[src/rtl/disp_err_mon.sv]
module disp_err_mon #(
  parameter int WIDTH_W = 12,
  parameter int LINE_W  = 12
) (
  input  logic               clk,
  input  logic               rst_n,
  input  logic [WIDTH_W-1:0] line_width_i,
  input  logic [LINE_W-1:0]  eoln_line_i,
  input  logic               frame_start_i,
  input  logic               line_start_i,
  input  logic               pix_accept_i,
  input  logic               fifo_rd_i,
  input  logic               fifo_empty_i,
  input  logic               mode_run_i,
  output logic               short_frame_o,
  output logic               short_line_o,
  output logic               underflow_o,
  output logic               end_of_frame_o,
  output logic               end_of_line_n_o
);

  logic [WIDTH_W-1:0] pix_left;
  logic [LINE_W-1:0]  line_idx;
  logic               eoln_done;
  logic               run_q;

  wire strobe    = frame_start_i | line_start_i;
  wire pending   = pix_left != '0;
  wire line_done = !strobe && pix_accept_i && (pix_left == WIDTH_W'(1));
  wire hit       = line_done && !eoln_done && (line_idx == eoln_line_i);

  always_ff @(posedge clk) begin
    if (!rst_n) begin
      pix_left        <= '0;
      line_idx        <= '0;
      eoln_done       <= 1'b0;
      run_q           <= 1'b0;
      short_frame_o   <= 1'b0;
      short_line_o    <= 1'b0;
      underflow_o     <= 1'b0;
      end_of_frame_o  <= 1'b0;
      end_of_line_n_o <= 1'b0;
    end else begin
      short_frame_o   <= frame_start_i && pending;
      short_line_o    <= line_start_i && !frame_start_i && pending;
      underflow_o     <= fifo_rd_i && fifo_empty_i;
      run_q           <= mode_run_i;
      end_of_frame_o  <= run_q && !mode_run_i;
      end_of_line_n_o <= hit;

      if (strobe)
        pix_left <= line_width_i;
      else if (pix_accept_i && pending)
        pix_left <= pix_left - WIDTH_W'(1);

      if (frame_start_i) begin
        line_idx  <= '0;
        eoln_done <= 1'b0;
      end else if (line_done) begin
        line_idx <= line_idx + LINE_W'(1);
        if (hit) eoln_done <= 1'b1;
      end
    end
  end

  AST_SHORT_EXCL: assert property (@(posedge clk) disable iff (!rst_n)
    !(short_frame_o && short_line_o));
  AST_SHORT_LINE: assert property (@(posedge clk) disable iff (!rst_n)
    (line_start_i && !frame_start_i && pending) |=> short_line_o);
  AST_UNDERFLOW: assert property (@(posedge clk) disable iff (!rst_n)
    (fifo_rd_i && fifo_empty_i) |=> underflow_o);
  AST_EOF_EDGE: assert property (@(posedge clk) disable iff (!rst_n)
    $fell(mode_run_i) |=> end_of_frame_o);
  AST_PIX_DEC: assert property (@(posedge clk) disable iff (!rst_n)
    (pending && pix_accept_i && !strobe) |=> (pix_left == $past(pix_left) - WIDTH_W'(1)));
  AST_STROBE_LOAD: assert property (@(posedge clk) disable iff (!rst_n)
    strobe |=> (pix_left == $past(line_width_i)));
  AST_EOLN_ONCE: assert property (@(posedge clk) disable iff (!rst_n)
    (end_of_line_n_o && !frame_start_i) |=> !end_of_line_n_o);

endmodule

[config.mk]
export PLATFORM = sky130hd
export DESIGN_NAME = disp_err_mon
export DESIGN_NICKNAME = d
export VERILOG_FILES = /design/src/rtl/disp_err_mon.sv
export SDC_FILE = /design/constraint.sdc
export NUM_CORES = 1
export LEC_CHECK = 0
export ABC_AREA = 1
export ABC_CLOCK_PERIOD_IN_PS = 3600
export BUFFER_PORTS_ARGS = -buffer_cell sky130_fd_sc_hd__buf_2
export CORE_MARGIN = 8
export CORE_UTILIZATION = 60
export CTS_CLUSTER_SIZE = 28
export DETAILED_ROUTE_END_ITERATION = 8
export PLACE_DENSITY = 0.91
export SYNTH_ARGS = -nofsm -noshare
export SYNTH_HDL_FRONTEND = slang
export SYNTH_SLANG_ARGS = --single-unit
[constraint.sdc]
create_clock -name clk -period 3.6 [get_ports clk]
set_clock_uncertainty 0.05 [all_clocks]
set_input_delay 0.18 -clock clk [delete_from_list [all_inputs] [get_ports clk]]
set_output_delay 0.18 -clock clk [all_outputs]
set_load 0.05 [all_outputs]
==> results.yml, run 1 <==
status:
  status: "complete, no violations"
worst_hold_path:
  worstHoldPathType: "in -> reg"
  hold_path_depth: 3
  hp-start: "fifo_rd_i"
  whs_endpoint: "underflow_o"
floorplanning:
  die_height_um: 73.8
  rows: 21
  core_um2: 3280
  die_w_um: 73.8
  ios: 37
  initial_utilization_pct: 61.0
  dieArea_um2: 5440
yosys:
  synth_top_flop_cell: "dfxtp_1"
  synth_top_area_share_pct: 31.0
  ys_ff_latch: 31
  synth_area_um2: 2000
  synth_commonest_cells: "nand2_1, nor2_1, inv_1, dfxtp_1, nand3_1"
  synth_compound_area_share_pct: 8.62
  synth.most_common_cell: "nand2_1"
  synth_area_leaders: "dfxtp_1, nand2_1, nor2_1"
  synth_warnings: 0
  synth_simple_gate_area_share_pct: 45.1
  synthXorXnorAreaFrac_pct: 3.06
  muxShareOfSynthArea_pct: 0
  async_flop_share_pct: 0
  synth_top_family_by_area: "simple AND/OR/NAND/NOR gates"
  ys_types: 25
  syn_inst: 342
  avgSynthCellArea_um2: 5.86
  mappedNetlistNets: 378
  synth_edf_count: 0
  yosysSeqAreaShare_pct: 31.0
  synth_top_cell_by_area: "dfxtp_1"
  synthAdderAreaFrac_pct: 2.50
pwr:
  internal-power_mw: 0.506
  p_total_mw: 0.738
  sequentialPowerShare_pct: 50.5
  combPwrFrac_pct: 21.4
  p_leak_nw: 1.11
  ir_drop_mv: 0.236
  swShare_pct: 31.4
  powerDensity_nw_per_um2: 322
  p_sw_mw: 0.231
  clkPwrFrac_pct: 28.1
timing:
  hold_viol_final: 0
  tightest_slew_ns: 0.415
  post-route-min-period_ns: 1.58
  drv_slew: 0
  finalCritPeriodShare_pct: 43.9
  setup_viol: 0
  tns_ns: 0
  slew_headroom_pct: 72.3
  fin_ws_ns: 2.02
  rsz0062_at_grt: "false"
  timing.fmax_ghz: 0.633
placement:
  gp_congestion: 0.927
  place_worst_setup_slack_ns: 1.93
  port_buffers: 36
  dp_hpwl_um: 3690
final_layout:
  final_nets: 419
  syn2layout_area_growth_pct: 14.6
  n_antenna_cell: 0
  fill_cells: 288
  drive_gt1_share_pct: 14.9
  fin_util_pct: 69.9
worst_setup_path:
  r2r_slack_ns: 2.02
  end_kind: "flop"
  start_kind: "flop"
  criticalPathCategory: "reg -> reg"
  r2r_start: "pix_left[4]"
  reg2reg_to: "pix_left[6]"
  cp_max_fo: 15
  required_ns: 3.78
  cp.arrival_ns: 1.76
  r2r.worst_path.cells: 10
global_route:
  grtUsageTotal_pct: 18.4
  first_global_vias: 1922
  antenna_found_initial: 0
  grt_max_degree: 17
  grt_first_pass_wirelength_um: 7900
  grt_overflow: 0
clock_tree:
  path_clk_slew_ns: 0.09
  root_buffer: "clkbuf_4"
  htreeDepth: 2
  cts_resized: 0
  clk_latency_ns: 0.33
  tritoncts: "built"
  cts_buffers: 5
  clock_path_buffers: 2
  cts_sinks: 31
flow_run:
  drv_cap: 0
routing:
  ant_nets: 0
  wl_per_cell_um: 11.0
  drt_pass1_iterations: 5
  drc: 0
  drt_wl_total_um: 4720
  drt-vias-per-instance: 5.02
  dr_total_vias: 2154
  drtIter0Drc: 137
-- sequential cells by signal (all words and copies together) (netlist names) --
name             cells
eoln_done            1
end_of_frame_o       1
line_idx            12
underflow_o          1
end_of_line_n_o      1
run_q                1
short_frame_o        1
pix_left            12
short_line_o         1
-- logic make-up (layout without fill, tap and decap cells) --
| kind of cell | count (synthesis) | after routing |
|---|---|---|
| simple gates | 216 | 216 |
| buf+inv | 50 | 91 |
| compound gates | 34 | 34 |
| flops | 31 | 31 |
| xor+xnor | 7 | 7 |
| fa+ha+maj | 4 | 4 |
-- critical path: stages, from the launching register on --
cell and delay, ns:
dfxtp_1 0.37, nor2_4 0.19, nand2_2 0.10, nor2_1 0.09, nand2_1 0.08, nand2_2 0.11
nand2_4 0.13, inv_2 0.17, nand2_1 0.07, nand2_1 0.08, nor2_2 0.03
-- power groups by stage --
stage / logic (mW) / clock network, mW / registers [mW]
after floorplan: 0.107 / 0 / 0.384
after global placement: 0.151 / 0 / 0.380
after global routing: 0.180 / 0.228 / 0.374
after CTS: 0.157 / 0.216 / 0.372
after detailed placement: 0.154 / 0 / 0.380
final: 0.158 / 0.207 / 0.373
-- routing by layer --
layer / track usage, % / vias up / part of all wire [%]
met3: 5.18 / 14 / 4.5
met4: 9.98 / 0 / 3.0
met5: 0 / - / 0
met2: 30.8 / 53 / 49
met1: 20.3 / 951 / 43
li1: - / 1136 / -
-- per-stage QoR --
step	hold slack, ns	std cells	cell area [um^2]
2_1_floorplan	0.202	342	2000
3_3_place_gp	0.306	420	2220
3_5_place_dp	0.302	420	2220
4_1_cts	0.00283	429	2290
5_1_grt	0.0182	429	2290
6_report	0.0174	429	2290
-- layout by cell type (no fill, tap or decap), types with 3 or more instances in the layout --
cell type  instances
nand3_1           20
inv_2              3
nor3_1             3
ha_1               4
a21oi_1           13
nor2_4             3
o21ai_1           10
o21ai_0           10
xor2_1             6
clkbuf_4           5
inv_1             42
nor2_1            61
nand2_1          116
dfxtp_1           31
nand4_1            4
buf_2             36
-- cell type report --
cell class | count | area (um^2) | area share (%)
multi-input combinational | 261 | 1190 | 51.7
clock inverter | 1 | 5.00 | 0.218
clock buffer | 6 | 51.3 | 2.24
tap | 46 | 57.6 | 2.51
inverter | 46 | 173 | 7.52
timing repair buffer | 38 | 200 | 8.72
sequential | 31 | 621 | 27.0
-- worst max-delay path by stage --
| stage | startpoint | to | slack (ns) | cells past startpoint |
|---|---|---|---|---|
| 2_1_floorplan | pix_left[0] | pix_left[9] | 2.22 | 11 |
| 3_3_place_gp | line_start_i | line_idx[11] | 1.99 | 8 |
| 3_5_place_dp | line_start_i | line_idx[8] | 1.93 | 8 |
| 4_1_cts | pix_left[0] | pix_left[6] | 2.02 | 11 |
| 5_1_grt | line_idx[0] | line_idx[8] | 1.89 | 7 |
| 6_report | pix_left[4] | pix_left[6] | 2.02 | 10 |
-- what timing repair did --
| action | CTS | global route |
|---|---|---|
| endpoints found under the hold margin | 3 | 0 |
| setup buffers | 0 | 0 |
| hold buffers | 2 | 0 |
Note: power is estimated with default switching activity, not from simulation.
==> run 2, diff against run 1 <==
- ABC_CLOCK_PERIOD_IN_PS: 3600 -> 1420
- CORE_UTILIZATION: 60 -> 50
- PLACE_DENSITY: 0.91 -> 0.82
- clock period: 3.6 -> 1.42 ns (I/O delays scaled with it)
==> run 2 against run 1 <==
The flow now finishes with violations (negative setup slack). Combinational power increased to 4.3 times the previous value. Setup slack got worse by 2.1 ns. Core utilization increased by 3.0 points. Register-to-register slack got worse by 2.1 ns. Global-route usage increased by 0.27 points. Wire length increased by 30%. Critical endpoint is now pix_left[1]. Largest cell class unchanged.
==> results.yml, run 2 (synthesis results as in run 1) <==
clock_tree:
  clock_path_buffers: 2
  tritoncts: "built"
  cts_sinks: 31
  htreeDepth: 2
  clk_latency_ns: 0.29
  path_clk_slew_ns: 0.07
  root_buffer: "clkbuf_8"
  cts_buffers: 5
floorplanning:
  die_height_um: 79.3
  ios: 37
  dieArea_um2: 6290
  core_um2: 3910
  die_w_um: 79.3
  rows: 23
  initial_utilization_pct: 51.2
routing:
  drt_wl_total_um: 6160
  dr_total_vias: 2466
  ant_nets: 0
  drtIter0Drc: 156
  wl_per_cell_um: 13.0
  drc: 0
  drt-vias-per-instance: 5.19
  drt_pass1_iterations: 4
placement:
  gp_congestion: 0.961
  place_area_um2: 2470
  port_buffers: 36
  place_worst_setup_slack_ns: -0.129
  dp_hpwl_um: 4120
worst_setup_path:
  path_cells: "nor2_4 -> nand2_2 -> nor2_2 -> nand2_2 -> nand2_4 -> buf_12 -> nand2_8 -> o21ai_1 -> nor2_1"
  cp.arrival_ns: 1.59
  required_ns: 1.55
  cp_max_fo: 7
  start_kind: "flop"
  end_kind: "flop"
  crit_top_cell: "nand2_2"
  slowest_stage: "dfxtp_1"
  criticalPathCategory: "reg -> reg"
  max_stage_delay_ns: 0.35
final_layout:
  final_cell_mix: "nand2_1, nor2_1, inv_1, buf_2, buf_4"
  n_antenna_cell: 0
  seq_area_um2: 636
  final_nets: 460
  fill_cells: 328
  drive_gt1_share_pct: 31.5
  largestRegisters: "line_idx x12, pix_left x12"
  syn2layout_area_growth_pct: 42.3
  final_common_cell: "nand2_1"
  design_area_um2: 2850
  multi_input_area_um2: 1320
timing:
  timing.fmax_ghz: 0.685
  hold_viol_final: 0
  whs_ns: 0.00766
  tightest_slew_ns: 0.344
  setup_viol: 7
  rsz0062_at_grt: "true"
  slew_headroom_pct: 76.9
  post-route-min-period_ns: 1.46
  drv_slew: 0
  fin_ws_ns: -0.0399
  finalCritPeriodShare_pct: 103
global_route:
  antenna_found_initial: 0
  grt_overflow: 0
  grt_max_degree: 15
  grt_first_pass_wirelength_um: 9660
  grtUsageTotal_pct: 18.6
  first_global_vias: 2333
pwr:
  p_leak_nw: 1.36
  p_total_mw: 2.54
  powerDensity_nw_per_um2: 891
  ir_drop_mv: 0.728
worst_hold_path:
  worstHoldPathType: "in -> reg"
status:
  violations: "negative setup slack"
  status: "complete, but fails checks"
flow_run:
  drv_cap: 0
run 2: where the power goes:
| group | total, mW | internal (mW) | leakage, nW | switching (mW) |
|---|---|---|---|---|
| Clock | 0.912 | 0.567 | 0.0612 | 0.345 |
| Sequential | 0.946 | 0.910 | 0.258 | 0.0364 |
| Combinational | 0.681 | 0.313 | 1.04 | 0.368 |
run 2: stage by stage:
step	util, %	std cells	setup TNS, ns
3_3_place_gp	63.1	457	-0.363
3_5_place_dp	63.1	457	-1.06
5_1_grt	72.9	475	-1.25
2_1_floorplan	-	342	0
6_report	72.9	475	-0.130
4_1_cts	69.2	471	-0.0250
run 2: layout make-up:
cell class / instances / share of cell area (%)
multi-input cells: 262 / 46.4
flip-flops and latches: 31 / 22.3
repair buffers: 78 / 18.5
inverters: 46 / 6.49
clock buffers: 6 / 2.90
well taps: 50 / 2.19
clock inverters: 2 / 1.23
run 2: critical path, delay by kind of cell (launching register included):
kind | cells | cell delay, ns
simple gates | 7 | 0.68
flops | 1 | 0.35
compound gates | 1 | 0.15
buf+inv | 1 | 0.12
run 2: path summary, 6_finish.rpt:
| kind | depth (start not counted) | start | slack (ns) | end |
|---|---|---|---|---|
| max | 9 | pix_left[4] | -0.04 | pix_left[1] |
| min | 3 | frame_start_i | 0.008 | short_frame_o |
| max reg2reg | 9 | pix_left[4] | -0.04 | pix_left[1] |
| min reg2reg | 2 | run_q | 0.37 | end_of_frame_o |
run 2: per-layer routing:
layer  global-route usage, %  vias to the layer above  wire length, um  part of all wire, %
met4                    6.11                        0              198                  3.2
li1                        -                     1221                -                    -
met5                       0                        -                0                    0
met3                    5.19                       29              464                  7.5
met2                    35.3                      102             3060                   50
met1                    19.1                     1114             2430                   40
run 2: timing repair:
action,CTS,global route
resized for setup,19,37
hold buffers,3,0
setup endpoints to repair,15,27
endpoints found under the hold margin,3,0
cloned,1,0
buffers inserted,2,4
pin swaps,6,12
